## src/rtl/bea_pkg.sv

```systemverilog
package bea_pkg;
  typedef enum logic [2:0] {
    ST_IDLE,
    ST_FIND,
    ST_ALIGN,
    ST_ACC,
    ST_NORM,
    ST_DONE
  } bea_state_e;
endpackage

```

## src/rtl/bea_align.sv

```systemverilog
module bea_align #(
  parameter int MANT_W = 8,
  parameter int EXP_W  = 6
) (
  input  logic [MANT_W-1:0] mant_i,
  input  logic [EXP_W-1:0]  exp_i,
  input  logic [EXP_W-1:0]  emax_i,
  output logic [MANT_W-1:0] mant_o
);
  logic [EXP_W-1:0] shamt;
  assign shamt  = emax_i - exp_i;
  assign mant_o = (shamt >= EXP_W'(MANT_W)) ? '0 : (mant_i >> shamt);
endmodule

```

## src/rtl/bea_lod.sv

```systemverilog
module bea_lod #(
  parameter int W     = 11,
  parameter int POS_W = $clog2(W)
) (
  input  logic [W-1:0]     vec_i,
  output logic [POS_W-1:0] pos_o,
  output logic             found_o
);
  // later hits overwrite earlier ones: highest set bit wins
  always_comb begin
    pos_o   = '0;
    found_o = 1'b0;
    for (int i = 0; i < W; i++) begin
      if (vec_i[i]) begin
        pos_o   = POS_W'(i);
        found_o = 1'b1;
      end
    end
  end
endmodule

```

## src/rtl/bea_norm.sv

```systemverilog
module bea_norm #(
  parameter int MANT_W = 8,
  parameter int EXP_W  = 6,
  parameter int MAG_W  = 11
) (
  input  logic [MAG_W-1:0]  mag_i,
  input  logic [EXP_W-1:0]  emax_i,
  output logic [MANT_W-1:0] mant_o,
  output logic [EXP_W-1:0]  exp_o
);
  localparam int POS_W = $clog2(MAG_W);
  localparam int TOP   = MANT_W - 1;

  logic [POS_W-1:0] pos;
  logic             found;
  logic [POS_W-1:0] rsh, lsh;

  bea_lod #(.W(MAG_W), .POS_W(POS_W)) u_lod (
    .vec_i  (mag_i),
    .pos_o  (pos),
    .found_o(found)
  );

  always_comb begin
    mant_o = '0;
    exp_o  = '0;
    rsh    = '0;
    lsh    = '0;
    if (found) begin
      if (int'(pos) >= TOP) begin
        rsh    = POS_W'(int'(pos) - TOP);
        mant_o = MANT_W'(mag_i >> rsh);
        exp_o  = emax_i + EXP_W'(rsh);
      end else begin
        lsh    = POS_W'(TOP - int'(pos));
        mant_o = MANT_W'(mag_i << lsh);
        exp_o  = emax_i - EXP_W'(lsh);
      end
    end
  end
endmodule

```

## src/rtl/block_exp_adder.sv

```systemverilog
module block_exp_adder
  import bea_pkg::*;
#(
  parameter  int MANT_W  = 8,
  parameter  int EXP_W   = 6,
  parameter  int MAX_OPS = 8,
  localparam int GUARD_W = $clog2(MAX_OPS),
  localparam int MAG_W   = MANT_W + GUARD_W,
  localparam int ACC_W   = MAG_W + 1,
  localparam int IDX_W   = (MAX_OPS > 1) ? $clog2(MAX_OPS) : 1,
  localparam int CNT_W   = $clog2(MAX_OPS + 1)
) (
  input  logic              clk_i,
  input  logic              rst_ni,
  input  logic              ld_i,
  input  logic              ld_sign_i,
  input  logic [MANT_W-1:0] ld_mant_i,
  input  logic [EXP_W-1:0]  ld_exp_i,
  input  logic [CNT_W-1:0]  cnt_i,
  input  logic              start_i,
  output logic              done_o,
  output logic              err_o,
  output logic              sum_sign_o,
  output logic [MANT_W-1:0] sum_mant_o,
  output logic [EXP_W-1:0]  sum_exp_o
);
  localparam int ACC_MAX = MAX_OPS * ((1 << MANT_W) - 1);

  bea_state_e state_q;
  logic [IDX_W-1:0] wr_ptr_q, idx_q;
  logic [CNT_W-1:0] n_q;
  logic [EXP_W-1:0] emax_q;
  logic signed [ACC_W-1:0] acc_q;
  logic err_q, res_sign_q;
  logic [MANT_W-1:0] res_mant_q;
  logic [EXP_W-1:0]  res_exp_q;

  logic [MAX_OPS-1:0]             op_sign_q;
  logic [MAX_OPS-1:0][MANT_W-1:0] op_mant_q;
  logic [MAX_OPS-1:0][EXP_W-1:0]  op_exp_q;

  logic bad_cnt, last_idx, ld_ok;
  logic [MANT_W-1:0] cur_mant, aligned_mant, norm_mant;
  logic [EXP_W-1:0]  cur_exp, norm_exp;
  logic signed [ACC_W-1:0] cur_ext;
  logic [MAG_W-1:0] acc_abs;

  assign bad_cnt  = (cnt_i == '0) || (cnt_i > CNT_W'(MAX_OPS));
  assign last_idx = (CNT_W'(idx_q) == n_q - CNT_W'(1));
  assign ld_ok    = (state_q == ST_IDLE) && ld_i && !start_i;
  assign cur_mant = op_mant_q[idx_q];
  assign cur_exp  = op_exp_q[idx_q];
  assign cur_ext  = $signed({{(ACC_W-MANT_W){1'b0}}, cur_mant});
  assign acc_abs  = acc_q[ACC_W-1] ? MAG_W'(-acc_q) : MAG_W'(acc_q);

  bea_align #(.MANT_W(MANT_W), .EXP_W(EXP_W)) u_align (
    .mant_i(cur_mant),
    .exp_i (cur_exp),
    .emax_i(emax_q),
    .mant_o(aligned_mant)
  );

  bea_norm #(.MANT_W(MANT_W), .EXP_W(EXP_W), .MAG_W(MAG_W)) u_norm (
    .mag_i (acc_abs),
    .emax_i(emax_q),
    .mant_o(norm_mant),
    .exp_o (norm_exp)
  );

  // operand slots; aligned mantissa overwrites the loaded one in place
  always_ff @(posedge clk_i or negedge rst_ni) begin
    if (!rst_ni) begin
      op_sign_q <= '0;
      op_mant_q <= '0;
      op_exp_q  <= '0;
    end else begin
      for (int s = 0; s < MAX_OPS; s++) begin
        if (ld_ok && wr_ptr_q == IDX_W'(s)) begin
          op_sign_q[s] <= ld_sign_i;
          op_mant_q[s] <= ld_mant_i;
          op_exp_q[s]  <= ld_exp_i;
        end else if (state_q == ST_ALIGN && idx_q == IDX_W'(s)) begin
          op_mant_q[s] <= aligned_mant;
        end
      end
    end
  end

  always_ff @(posedge clk_i or negedge rst_ni) begin
    if (!rst_ni) begin
      state_q    <= ST_IDLE;
      wr_ptr_q   <= '0;
      idx_q      <= '0;
      n_q        <= '0;
      emax_q     <= '0;
      acc_q      <= '0;
      err_q      <= 1'b0;
      res_sign_q <= 1'b0;
      res_mant_q <= '0;
      res_exp_q  <= '0;
    end else begin
      err_q <= 1'b0;
      unique case (state_q)
        ST_IDLE: begin
          if (start_i) begin
            wr_ptr_q <= '0;
            if (bad_cnt) begin
              err_q <= 1'b1;
            end else begin
              n_q     <= cnt_i;
              idx_q   <= '0;
              emax_q  <= '0;
              acc_q   <= '0;
              state_q <= ST_FIND;
            end
          end else if (ld_i) begin
            wr_ptr_q <= (wr_ptr_q == IDX_W'(MAX_OPS - 1)) ? '0 : wr_ptr_q + IDX_W'(1);
          end
        end
        ST_FIND: begin
          if (cur_exp > emax_q) emax_q <= cur_exp;
          idx_q <= last_idx ? '0 : idx_q + IDX_W'(1);
          if (last_idx) state_q <= ST_ALIGN;
        end
        ST_ALIGN: begin
          idx_q <= last_idx ? '0 : idx_q + IDX_W'(1);
          if (last_idx) state_q <= ST_ACC;
        end
        ST_ACC: begin
          acc_q <= op_sign_q[idx_q] ? acc_q - cur_ext : acc_q + cur_ext;
          idx_q <= last_idx ? '0 : idx_q + IDX_W'(1);
          if (last_idx) state_q <= ST_NORM;
        end
        ST_NORM: begin
          res_sign_q <= acc_q[ACC_W-1];
          res_mant_q <= norm_mant;
          res_exp_q  <= norm_exp;
          state_q    <= ST_DONE;
        end
        ST_DONE: state_q <= ST_IDLE;
        default: state_q <= ST_IDLE;
      endcase
    end
  end

  assign done_o     = (state_q == ST_DONE);
  assign err_o      = err_q;
  assign sum_sign_o = res_sign_q;
  assign sum_mant_o = res_mant_q;
  assign sum_exp_o  = res_exp_q;

  AST_EXP_ORDER: assert property (@(posedge clk_i) disable iff (!rst_ni)
    (state_q == ST_ALIGN) |-> (cur_exp <= emax_q));
  AST_NO_OVERFLOW: assert property (@(posedge clk_i) disable iff (!rst_ni)
    (int'(acc_abs) <= ACC_MAX));
  AST_NORM_MSB: assert property (@(posedge clk_i) disable iff (!rst_ni)
    (done_o && sum_mant_o != '0) |-> sum_mant_o[MANT_W-1]);
  AST_ZERO_RES: assert property (@(posedge clk_i) disable iff (!rst_ni)
    (done_o && sum_mant_o == '0) |-> (sum_exp_o == '0 && !sum_sign_o));
  AST_DONE_PULSE: assert property (@(posedge clk_i) disable iff (!rst_ni)
    done_o |=> !done_o);
  AST_BAD_CNT: assert property (@(posedge clk_i) disable iff (!rst_ni)
    (state_q == ST_IDLE && start_i && bad_cnt) |=> (err_o && !done_o && $stable(sum_mant_o)));
endmodule

```

## config.mk

```make
export PLATFORM = sky130hd
export DESIGN_NAME = block_exp_adder
export DESIGN_NICKNAME = d
export VERILOG_FILES = /design/src/rtl/bea_pkg.sv /design/src/rtl/bea_align.sv /design/src/rtl/bea_lod.sv /design/src/rtl/bea_norm.sv /design/src/rtl/block_exp_adder.sv
export SDC_FILE = /design/constraint.sdc
export NUM_CORES = 1
export LEC_CHECK = 0
export CAP_MARGIN = 15
export CORE_ASPECT_RATIO = 1.75
export CORE_MARGIN = 2
export CORE_UTILIZATION = 60
export DETAILED_ROUTE_END_ITERATION = 10
export DONT_BUFFER_PORTS = 1
export PLACE_DENSITY = 0.73
export REMOVE_ABC_BUFFERS = 1
export SKIP_CTS_REPAIR_TIMING = 1
export SYNTH_ARGS = -nofsm -noshare
export SYNTH_HDL_FRONTEND = slang
export SYNTH_SLANG_ARGS = --single-unit
```

## constraint.sdc

```tcl
create_clock -name clk_i -period 5.7 [get_ports clk_i]
set_input_delay 1.14 -clock clk_i [delete_from_list [all_inputs] [get_ports clk_i]]
set_output_delay 1.14 -clock clk_i [all_outputs]
set_load 0.005 [all_outputs]
```

=== After elaboration in Yosys (flattened, before gate mapping) ===
Cells that the tools add are included.

* $add $sub $neg: 11
* $mul: 0
* Divide/modulo/power cells: 0
* $lt $le $gt $ge: 5
* Equality and inequality tests: 26
* Shift-type cells: 3
* Muxes and demuxes: 73
* Bitwise gates (word level): 1
* Reductions and logical operators: 43

{| class="wikitable"
|+ Operator list
! cell !! count
|-
| $mux W8 || 20
|-
| $mux W12 || 3
|-
| $mux W4 || 9
|-
| $mux W6 || 6
|-
| $mux W3 || 11
|-
| $eq A3 B3 Y1 const B || 10
|-
| $bmux W8 S3 || 1
|-
| $pmux W12 S2 || 1
|-
| $reduce_bool A2 Y1 || 12
|-
| $bmux W6 S3 || 1
|-
| $eq A3 B2 Y1 const B || 6
|-
| $logic_and A1 B1 Y1 || 18
|-
| $mux W1 || 16
|-
| $pmux W3 S5 || 1
|-
| $add A12 B9 Y12 || 1
|-
| $ne A2 B2 Y1 const B || 6
|-
| $pmux W6 S2 || 1
|-
| $sub A12 B9 Y12 || 1
|-
| $mux W11 || 1
|-
| $neg A11 Y11 || 1
|-
| $shl A11 B4 Y8 || 1
|-
| $shr A11 B4 Y8 || 1
|-
| $eq A3 B1 Y1 const B || 3
|-
| $logic_not A3 Y1 || 3
|-
| 25 further kinds || 28
|}

* Flip-flop bits (word level): 167
* Bits in latches: 0
* Bits in writable memories: 0
* Memory bits (read-only): 0
* Output and inout port bits: 17
* Memories: 0

=== Logic depth before layout (Yosys ltp) ===
Gate-level depths: netlist of the first run.

* Depth in word-level cells: 16
* Mapped depth: 21
* Depth with buffers taken out: 19

=== Modules after synthesis ===
Synthesis of the first run repeated with hierarchy kept, for this count alone.

* Cells, all modules: 1,081
* Area, all modules: 10,836.6 µm²

{| class="wikitable"
|+ Modules (own cells, without submodules)
! module !! times used !! cells each !! area an instance (µm²) !! seq. area each (µm²)
|-
| block_exp_adder || 1 || 875 || 9,208.8 || 4,179.0
|-
| bea_norm || 1 || 125 || 1,028.5 || 0.0
|-
| bea_align || 1 || 63 || 498.0 || 0.0
|-
| bea_lod || 1 || 18 || 101.3 || 0.0
|}

=== Worst setup path after synthesis of the first run ===
OpenSTA, ideal clock, no wires.

* Path type: reg-to-reg
* Start: register idx_q[0]
* End: register op_mant_q[62] (netlist name)
* Setup time: 67 ps
* Data arrival time: 5,057 ps
* Data required time: 5,633 ps
* Setup slack: 575 ps
* Cell stages (with the launch flop): 18
* Buffers on the path: 5
* Period minus slack after synthesis: 5,125 ps
* Path through: dfrtp_1 > buf_2 > buf_2 > buf_2 > clkbuf_1 > mux4_2 > mux2i_1 > ha_1 > nor2b_1 > o21ai_0 > nor4bb_1 > a21oi_1 > o31a_1 > o22a_1 > clkbuf_1 > nor3_1 > nor4b_2 > a41o_1

* Longest elaborated chain between the ends: 7
* Elaborated cells on any way between the ends: 13
* Those cells by class: add/sub (1); order compare (1); eq/ne (1); shift (1); mux (7); reduce/logical (2)

{| class="wikitable"
|+ Ends and longest elaborated chain
! item !! RTL line !! RTL
|-
| from (decl) || block_exp_adder.sv:30 || <nowiki>logic [IDX_W-1:0] wr_ptr_q, idx_q;</nowiki>
|-
| from (signal assigned) || block_exp_adder.sv:122 || <nowiki>idx_q <= last_idx ? '0 : idx_q + IDX_W'(1);</nowiki>
|-
| from (signal assigned) || block_exp_adder.sv:126 || <nowiki>idx_q <= last_idx ? '0 : idx_q + IDX_W'(1);</nowiki>
|-
| from (signal assigned) || block_exp_adder.sv:131 || <nowiki>idx_q <= last_idx ? '0 : idx_q + IDX_W'(1);</nowiki>
|-
| $bmux W6 S3 || block_exp_adder.sv:52 || <nowiki>assign cur_exp = op_exp_q[idx_q];</nowiki>
|-
| $mux W6 (implied by the code) || block_exp_adder.sv:52 ||
|-
| $sub A6 B6 Y6 || bea_align.sv:11 || <nowiki>assign shamt = emax_i - exp_i;</nowiki>
|-
| $ge A6 B4 Y1 or $shr A8 B6 Y8 (tied branches) || bea_align.sv:12 || <nowiki>assign mant_o = (shamt >= EXP_W'(MANT_W)) ? '0 : (mant_i >> shamt);</nowiki>
|-
| $mux W8 || bea_align.sv:12 ||
|-
| $mux W8 || block_exp_adder.sv:82 || <nowiki>end else if (state_q == ST_ALIGN && idx_q == IDX_W'(s)) begin</nowiki>
|-
| $mux W8 || block_exp_adder.sv:78 || <nowiki>if (ld_ok && wr_ptr_q == IDX_W'(s)) begin</nowiki>
|-
| to (signal, indexed assignment) || block_exp_adder.sv:80 || <nowiki>op_mant_q[s] <= ld_mant_i;</nowiki>
|-
| to (signal, indexed assignment) || block_exp_adder.sv:83 || <nowiki>op_mant_q[s] <= aligned_mant;</nowiki>
|-
| to (decl) || block_exp_adder.sv:39 || <nowiki>logic [MAX_OPS-1:0][MANT_W-1:0] op_mant_q;</nowiki>
|}

Several ways; a longest one is shown, not always the timed one. The select of a mux whose other input is x is not followed.
A chain may end at the register's enable or synchronous reset.

=== Final worst setup path of the first run ===
* Start: register acc_q[0]
* End: register res_exp_q[5], in the netlist sum_exp_o[5]

* Longest elaborated chain between the ends: 16
* Elaborated cells on any way between the ends: 30
* Those cells by class: add/sub (5); order compare (1); mux (24)

{| class="wikitable"
|+ Ends and longest elaborated chain
! item !! RTL line !! RTL
|-
| from (decl) || block_exp_adder.sv:33 || <nowiki>logic signed [ACC_W-1:0] acc_q;</nowiki>
|-
| from (signal assigned) || block_exp_adder.sv:130 || <nowiki>acc_q <= op_sign_q[idx_q] ? acc_q - cur_ext : acc_q + cur_ext;</nowiki>
|-
| $neg A11 Y11 || block_exp_adder.sv:54 || <nowiki>assign acc_abs = acc_q[ACC_W-1] ? MAG_W'(-acc_q) : MAG_W'(acc_q);</nowiki>
|-
| $mux W11 (*) || block_exp_adder.sv:54 ||
|-
| $mux W1 || bea_lod.sv:14 || <nowiki>if (vec_i[i]) begin</nowiki>
|-
| $mux W4 (9 in series) || bea_lod.sv:14 ||
|-
| $sub A3 B4 Y4 or $sub A4 B3 Y4 (tied branches) || bea_norm.sv:35, bea_norm.sv:31 ||
|-
| $sub A6 B4 Y6 or $add A6 B4 Y6 (tied branches) || bea_norm.sv:37, bea_norm.sv:33 ||
|-
| $mux W6 || bea_norm.sv:30 || <nowiki>if (int'(pos) >= TOP) begin</nowiki>
|-
| $mux W6 (*) || bea_norm.sv:29 || <nowiki>if (found) begin</nowiki>
|-
| to (signal assigned) || block_exp_adder.sv:137 || <nowiki>res_exp_q <= norm_exp;</nowiki>
|-
| to (decl) || block_exp_adder.sv:36 || <nowiki>logic [EXP_W-1:0] res_exp_q;</nowiki>
|}

Mark *: on every way between the ends. The rest lies on a longest branch, timed or not.

==> impl_metrics.py, run 1 <==
metrics = {
    "critical_path": {
        "crit_family": "simple AND/OR/NAND/NOR gates",
        "path_cells": "inv_1 > ha_1 > or3b_1 > nor4_1 > a211oi_1 > o211a_1 > nor2_1 > inv_1 > ha_1 > xor2_2 > inv_2 > ha_1 > a21oi_1 > o21bai_1 > a21oi_1 > xor2_1 > xnor2_1 > o21ai_0",
        "max_stage_delay_ns": 0.50,
        "crit_arrival_ns": 5.34,
        "slowest_stage": "or3b_1",
        "critPathMaxFanout": 10,
        "cp-end-kind": "flip-flop",
        "path_buf_inv": 3,
        "cp-start-kind": "flip-flop",
        "critical_path_required_ns": 6.02,
        "criticalPathCategory": "flip-flop to flip-flop",
        "reg2reg_slack_ns": 0.68,
        "worst_path_most_repeated_cell": "ha_1",
    },
    "finish": {
        "diodes": 0,
        "finalInstanceArea_um2": 10800,
        "syn2layout_area_growth_pct": 7.23,
        "final_common_cell": "dfrtp_1",
        "nets": 1024,
        "final_cell_mix": "dfrtp_1, o21ai_0, nand2_1",
        "drive_above_1_share": 0.168,
    },
    "synthesis": {
        "ys_seq_area_frac": 0.414,
        "synthArstFlopShare": 1.00,
        "syn_area_um2": 10100,
        "synth_area_leaders": "dfrtp_1, mux4_2, mux2_2",
        "yosysTopAreaCell": "dfrtp_1",
        "syn_inst": 983,
        "synth_ff_type": "dfrtp_1",
        "ys_types": 76,
        "synth_top_area_frac": 0.414,
        "yosys_register_bits": 167,
        "synth.avg_cell_area_um2": 10.3,
        "synth_edf_count": 0,
        "yosys_warnings": 0,
    },
    "clocking": {
        "htree_levels": 4,
        "cts.sinks": 167,
        "clkTransAtPathRegs_ns": 0.07,
        "cts_tree": "built",
        "cts-root-buf": "clkbuf_16",
        "clk_latency_ns": 0.44,
        "clockBufferDepth": 2,
        "cts_buffers": 17,
    },
    "grt": {
        "grt-ovfl-total": 0,
        "grt_pass1_wl_um": 43400,
        "grt_usage": 0.317,
        "antenna_found_initial": 0,
        "grt_pass1_vias": 8110,
        "grt_max_degree": 168,
    },
    "timing": {
        "whs_ns": 0.394,
        "rsz0062_at_grt": "no",
        "fin_tns_setup_ns": 0,
        "slew_violations": 0,
        "max_freq_mhz": 199,
        "worst_pin_slew_ns": 1.16,
        "hold_viol": 0,
        "period_needed_ns": 5.02,
        "min_period_over_period": 0.880,
        "slew_headroom": 0.218,
        "setup-violations-final": 0,
        "setup_slack_ns": 0.681,
        "skew_ns": 0.0126,
    },
    "placement": {
        "routabilityCongestion": 0.979,
        "port_buffers": 0,
        "placed_area_um2": 10300,
        "place_hpwl_um": 18300,
        "place_ws_ns": 0.867,
    },
    "floorplanning": {
        "die_w_um": 102,
        "coreArea_um2": 16400,
        "ios": 40,
        "rows": 62,
        "start_util": 0.615,
        "dieArea_um2": 17900,
        "die-height_um": 176,
    },
    "routing": {
        "drt-wirelength-per-cell_um": 22.4,
        "ant_nets": 0,
        "vias": 7952,
        "firstDrtPassIters": 5,
        "drcViolationCount": 0,
        "first_iter_violations": 464,
        "wl_um": 26800,
        "viasPerCell": 6.65,
    },
    "min_path": {
        "hp-class": "input pin to asynchronous set/reset pin",
    },
    "outcome": {
        "status": "completed",
    },
    "flow_run": {
        "max_cap_violations": 0,
    },
}
## per-layer routing
layer | GRT usage | part of all wire | up-vias
met5 | 0 | 0 | -
met1 | 0.372 | 0.36 | 3943
li1 | - | - | 3610
met3 | 0.0517 | 0.051 | 100
met2 | 0.547 | 0.53 | 299
met4 | 0.170 | 0.053 | 0
## area by class of cell
class | count | area (um2)
fillers | 1348 | 5610
multi-input cells | 724 | 5570
flip-flops and latches | 167 | 4180
clock buffers | 19 | 443
well taps | 224 | 280
inverters | 36 | 135
clock inverters | 13 | 134
repair buffers | 13 | 97.6
## metrics by stage
| step | utilization | instances |
|---|---|---|
| 2_1_floorplan | - | 927 |
| 3_3_place_gp | 0.624 | 1164 |
| 3_5_place_dp | 0.624 | 1164 |
| 4_1_cts | 0.659 | 1196 |
| 5_1_grt | 0.659 | 1196 |
| 6_report | 0.659 | 1196 |
## worst paths after layout
kind,startpoint,depth (start not counted),endpoint
min reg2reg,op_exp_q[42],2,op_exp_q[42]
max reg2reg,acc_q[0],18,sum_exp_o[5]
min,rst_ni,0,acc_q[10]
max in group asynchronous,rst_ni,0,sum_exp_o[0]
max,acc_q[0],18,sum_exp_o[5]
min in group clk_i,op_exp_q[42],2,op_exp_q[42]
## kinds of logic after synthesis
logic type,Yosys count,share of synthesized area
simple gates,234,0.112
mux,112,0.155
flops,167,0.414
compound gates,299,0.196
buf+inv,92,0.0359
fa+ha+maj,42,0.0542
xor+xnor,37,0.0328
## synth_stat cells (20+ instances only)
library cell  count
a21oi_1          36
ha_1             39
nand3_1          20
mux4_2           30
mux2i_1          23
nor2_1           39
nand2_1          90
xnor2_1          20
mux2_2           59
clkbuf_1         37
dfrtp_1         167
nor3_1           21
a22oi_1          57
o21ai_0         104
inv_1            34
## flip-flops by register name, summed over array words and instances (netlist names)
name	cells
state_q	3
emax_q	6
err_o	1
idx_q	3
sum_mant_o	8
acc_q	12
op_sign_q	8
sum_exp_o	6
wr_ptr_q	3
sum_sign_o	1
n_q	4
op_mant_q	64
op_exp_q	48
Power of run 1 is not shown: default switching activity piles up to over one toggle a cycle in this logic, so the estimate is an artifact.
==> run 2, diff against run 1 <==
--- a/config.mk
+++ b/config.mk
@@ -8,10 +8,10 @@
 export CAP_MARGIN = 15
 export CORE_ASPECT_RATIO = 1.75
 export CORE_MARGIN = 2
-export CORE_UTILIZATION = 60
+export CORE_UTILIZATION = 49
 export DETAILED_ROUTE_END_ITERATION = 10
 export DONT_BUFFER_PORTS = 1
-export PLACE_DENSITY = 0.73
+export PLACE_DENSITY = 0.61
 export REMOVE_ABC_BUFFERS = 1
 export SKIP_CTS_REPAIR_TIMING = 1
 export SYNTH_ARGS = -nofsm -noshare
==> run 2 against run 1 <==
Net effect:
- non-clock buffer count up 6
- wire length grew 3.4%
- global-route usage is 5.9 points lower
- maximum frequency rose by 3.6%
- die area grew 22%
- critical path depth did not move
- hold slack better by 0.0051 ns
- sequential share of layout area decreased by 0.26 points
- via count decreased by 1.5%
- worst setup slack improved by 0.17 ns
- highest routed layer unchanged
- register-to-register slack better by 0.17 ns
- sequential cell count did not move
==> impl_metrics.py, run 2 (synthesis results as in run 1) <==
metrics = {
    "critical_path": {
        "cp-start-kind": "flip-flop",
        "slowest_stage": "or3b_1",
        "max_stage_delay_ns": 0.50,
        "criticalPathCategory": "flip-flop to flip-flop",
        "crit_arrival_ns": 5.17,
        "worst_path_most_repeated_cell": "ha_1",
        "critPathMaxFanout": 10,
        "critical_path_required_ns": 6.02,
        "path_cells": "inv_1 > ha_1 > or3b_1 > nor4_1 > a211oi_1 > o211a_1 > nor2_1 > inv_1 > ha_1 > xor2_2 > inv_2 > ha_1 > a21oi_1 > o21bai_1 > a21oi_1 > xor2_1 > xnor2_1 > o21ai_0",
        "cp-end-kind": "flip-flop",
    },
    "floorplanning": {
        "start_util": 0.498,
        "rows": 69,
        "coreArea_um2": 20300,
        "die-height_um": 194,
        "ios": 40,
        "dieArea_um2": 21800,
        "die_w_um": 113,
    },
    "timing": {
        "setup-violations-final": 0,
        "slew_violations": 0,
        "skew_ns": 0.0130,
        "min_period_over_period": 0.850,
        "max_freq_mhz": 206,
        "hold_viol": 0,
        "worst_pin_slew_ns": 1.09,
        "period_needed_ns": 4.85,
        "rsz0062_at_grt": "no",
        "slew_headroom": 0.275,
        "fin_tns_setup_ns": 0,
    },
    "routing": {
        "firstDrtPassIters": 5,
        "first_iter_violations": 674,
        "wl_um": 27700,
        "viasPerCell": 6.39,
        "vias": 7829,
        "drt-wirelength-per-cell_um": 22.6,
        "ant_nets": 0,
        "drcViolationCount": 0,
    },
    "finish": {
        "diodes": 0,
        "top_register": "op_mant_q",
        "final_common_cell": "dfrtp_1",
        "fill_cells": 1805,
        "final_cell_mix": "dfrtp_1, o21ai_0, nand2_1",
        "syn2layout_area_growth_pct": 7.95,
        "nets": 1030,
        "drive_above_1_share": 0.171,
        "largestRegisters": "op_mant_q: 64 flops, op_exp_q: 48 flops, acc_q: 12 flops",
        "largest_reg_flops": 64,
    },
    "clocking": {
        "clkTransAtPathRegs_ns": 0.07,
        "cts_buffers": 17,
        "cts.sinks": 167,
        "clockBufferDepth": 2,
        "htree_levels": 4,
        "cts_tree": "built",
        "clk_latency_ns": 0.44,
        "cts-root-buf": "clkbuf_16",
    },
    "flow_run": {
        "max_cap_violations": 0,
    },
    "placement": {
        "port_buffers": 0,
        "place_hpwl_um": 19400,
        "routabilityCongestion": 0.954,
    },
    "grt": {
        "grt_pass1_wl_um": 43800,
        "grt_usage": 0.259,
        "antenna_found_initial": 0,
        "grt_max_degree": 168,
        "grt-ovfl-total": 0,
        "grt_pass1_vias": 8129,
    },
    "outcome": {
        "status": "completed",
    },
    "min_path": {
        "hp-class": "input pin to asynchronous set/reset pin",
    },
}
[run 2: cell count changes in the layout (fill, tap and decap cells not counted), sizes merged]
cell / change
clkbuf: +2
buf: +6
inv: -5
clkinvlp: +1
bufinv: +1
clkinv: +1
[run 2: worst max-delay path: cells and delay by family, from the launching register on]
kind,cells,cell delay [ns]
fa+ha+maj,3,0.87
buf+inv,3,0.50
flops,1,0.48
simple gates,3,1.14
xor+xnor,3,0.75
compound gates,6,0.99
[run 2: cell type report]
class | count | area, um2 | area share
timing repair buffer | 19 | 143 | 0.0131
sequential | 167 | 4180 | 0.383
inverter | 36 | 135 | 0.0124
clock buffer | 21 | 450 | 0.0413
multi-input combinational | 724 | 5570 | 0.510
tap | 248 | 310 | 0.0284
clock inverter | 11 | 124 | 0.0114
[run 2: per-layer routing]
layer  GRT usage  vias up  wire [um]
met5           0        -          0
met4       0.155        0       1460
met3      0.0384       90       1120
met2       0.466      232      15000
met1       0.281     3896      10100
li1            -     3611          -
[run 2: worst paths after layout]
check / slack, ns / startpoint / endpoint / cells after the start
setup reg to reg: 0.85 / acc_q[0] / sum_exp_o[5] / 18
max in group asynchronous: 4.95 / rst_ni / sum_exp_o[0] / 0
setup / recovery: 0.85 / acc_q[0] / sum_exp_o[5] / 18
hold reg to reg: 0.47 / op_sign_q[7] / op_sign_q[7] / 2
min in group clk_i: 0.47 / op_sign_q[7] / op_sign_q[7] / 2
hold / removal: 0.40 / rst_ni / acc_q[10] / 0
[run 2: through the flow]
| step | utilization | setup slack [ns] | instance area (um2) | hold WS, ns | std cells |
|---|---|---|---|---|---|
| 2_1_floorplan | - | 0.814 | 9880 | 0.440 | 927 |
| 3_3_place_gp | 0.509 | 0.965 | 10300 | 0.456 | 1194 |
| 3_5_place_dp | 0.509 | 0.852 | 10300 | 0.462 | 1194 |
| 4_1_cts | 0.538 | 0.844 | 10900 | 0.387 | 1226 |
| 5_1_grt | 0.538 | 0.376 | 10900 | 0.383 | 1226 |
| 6_report | 0.538 | 0.853 | 10900 | 0.400 | 1226 |
Power of run 2 is left out for the same reason.
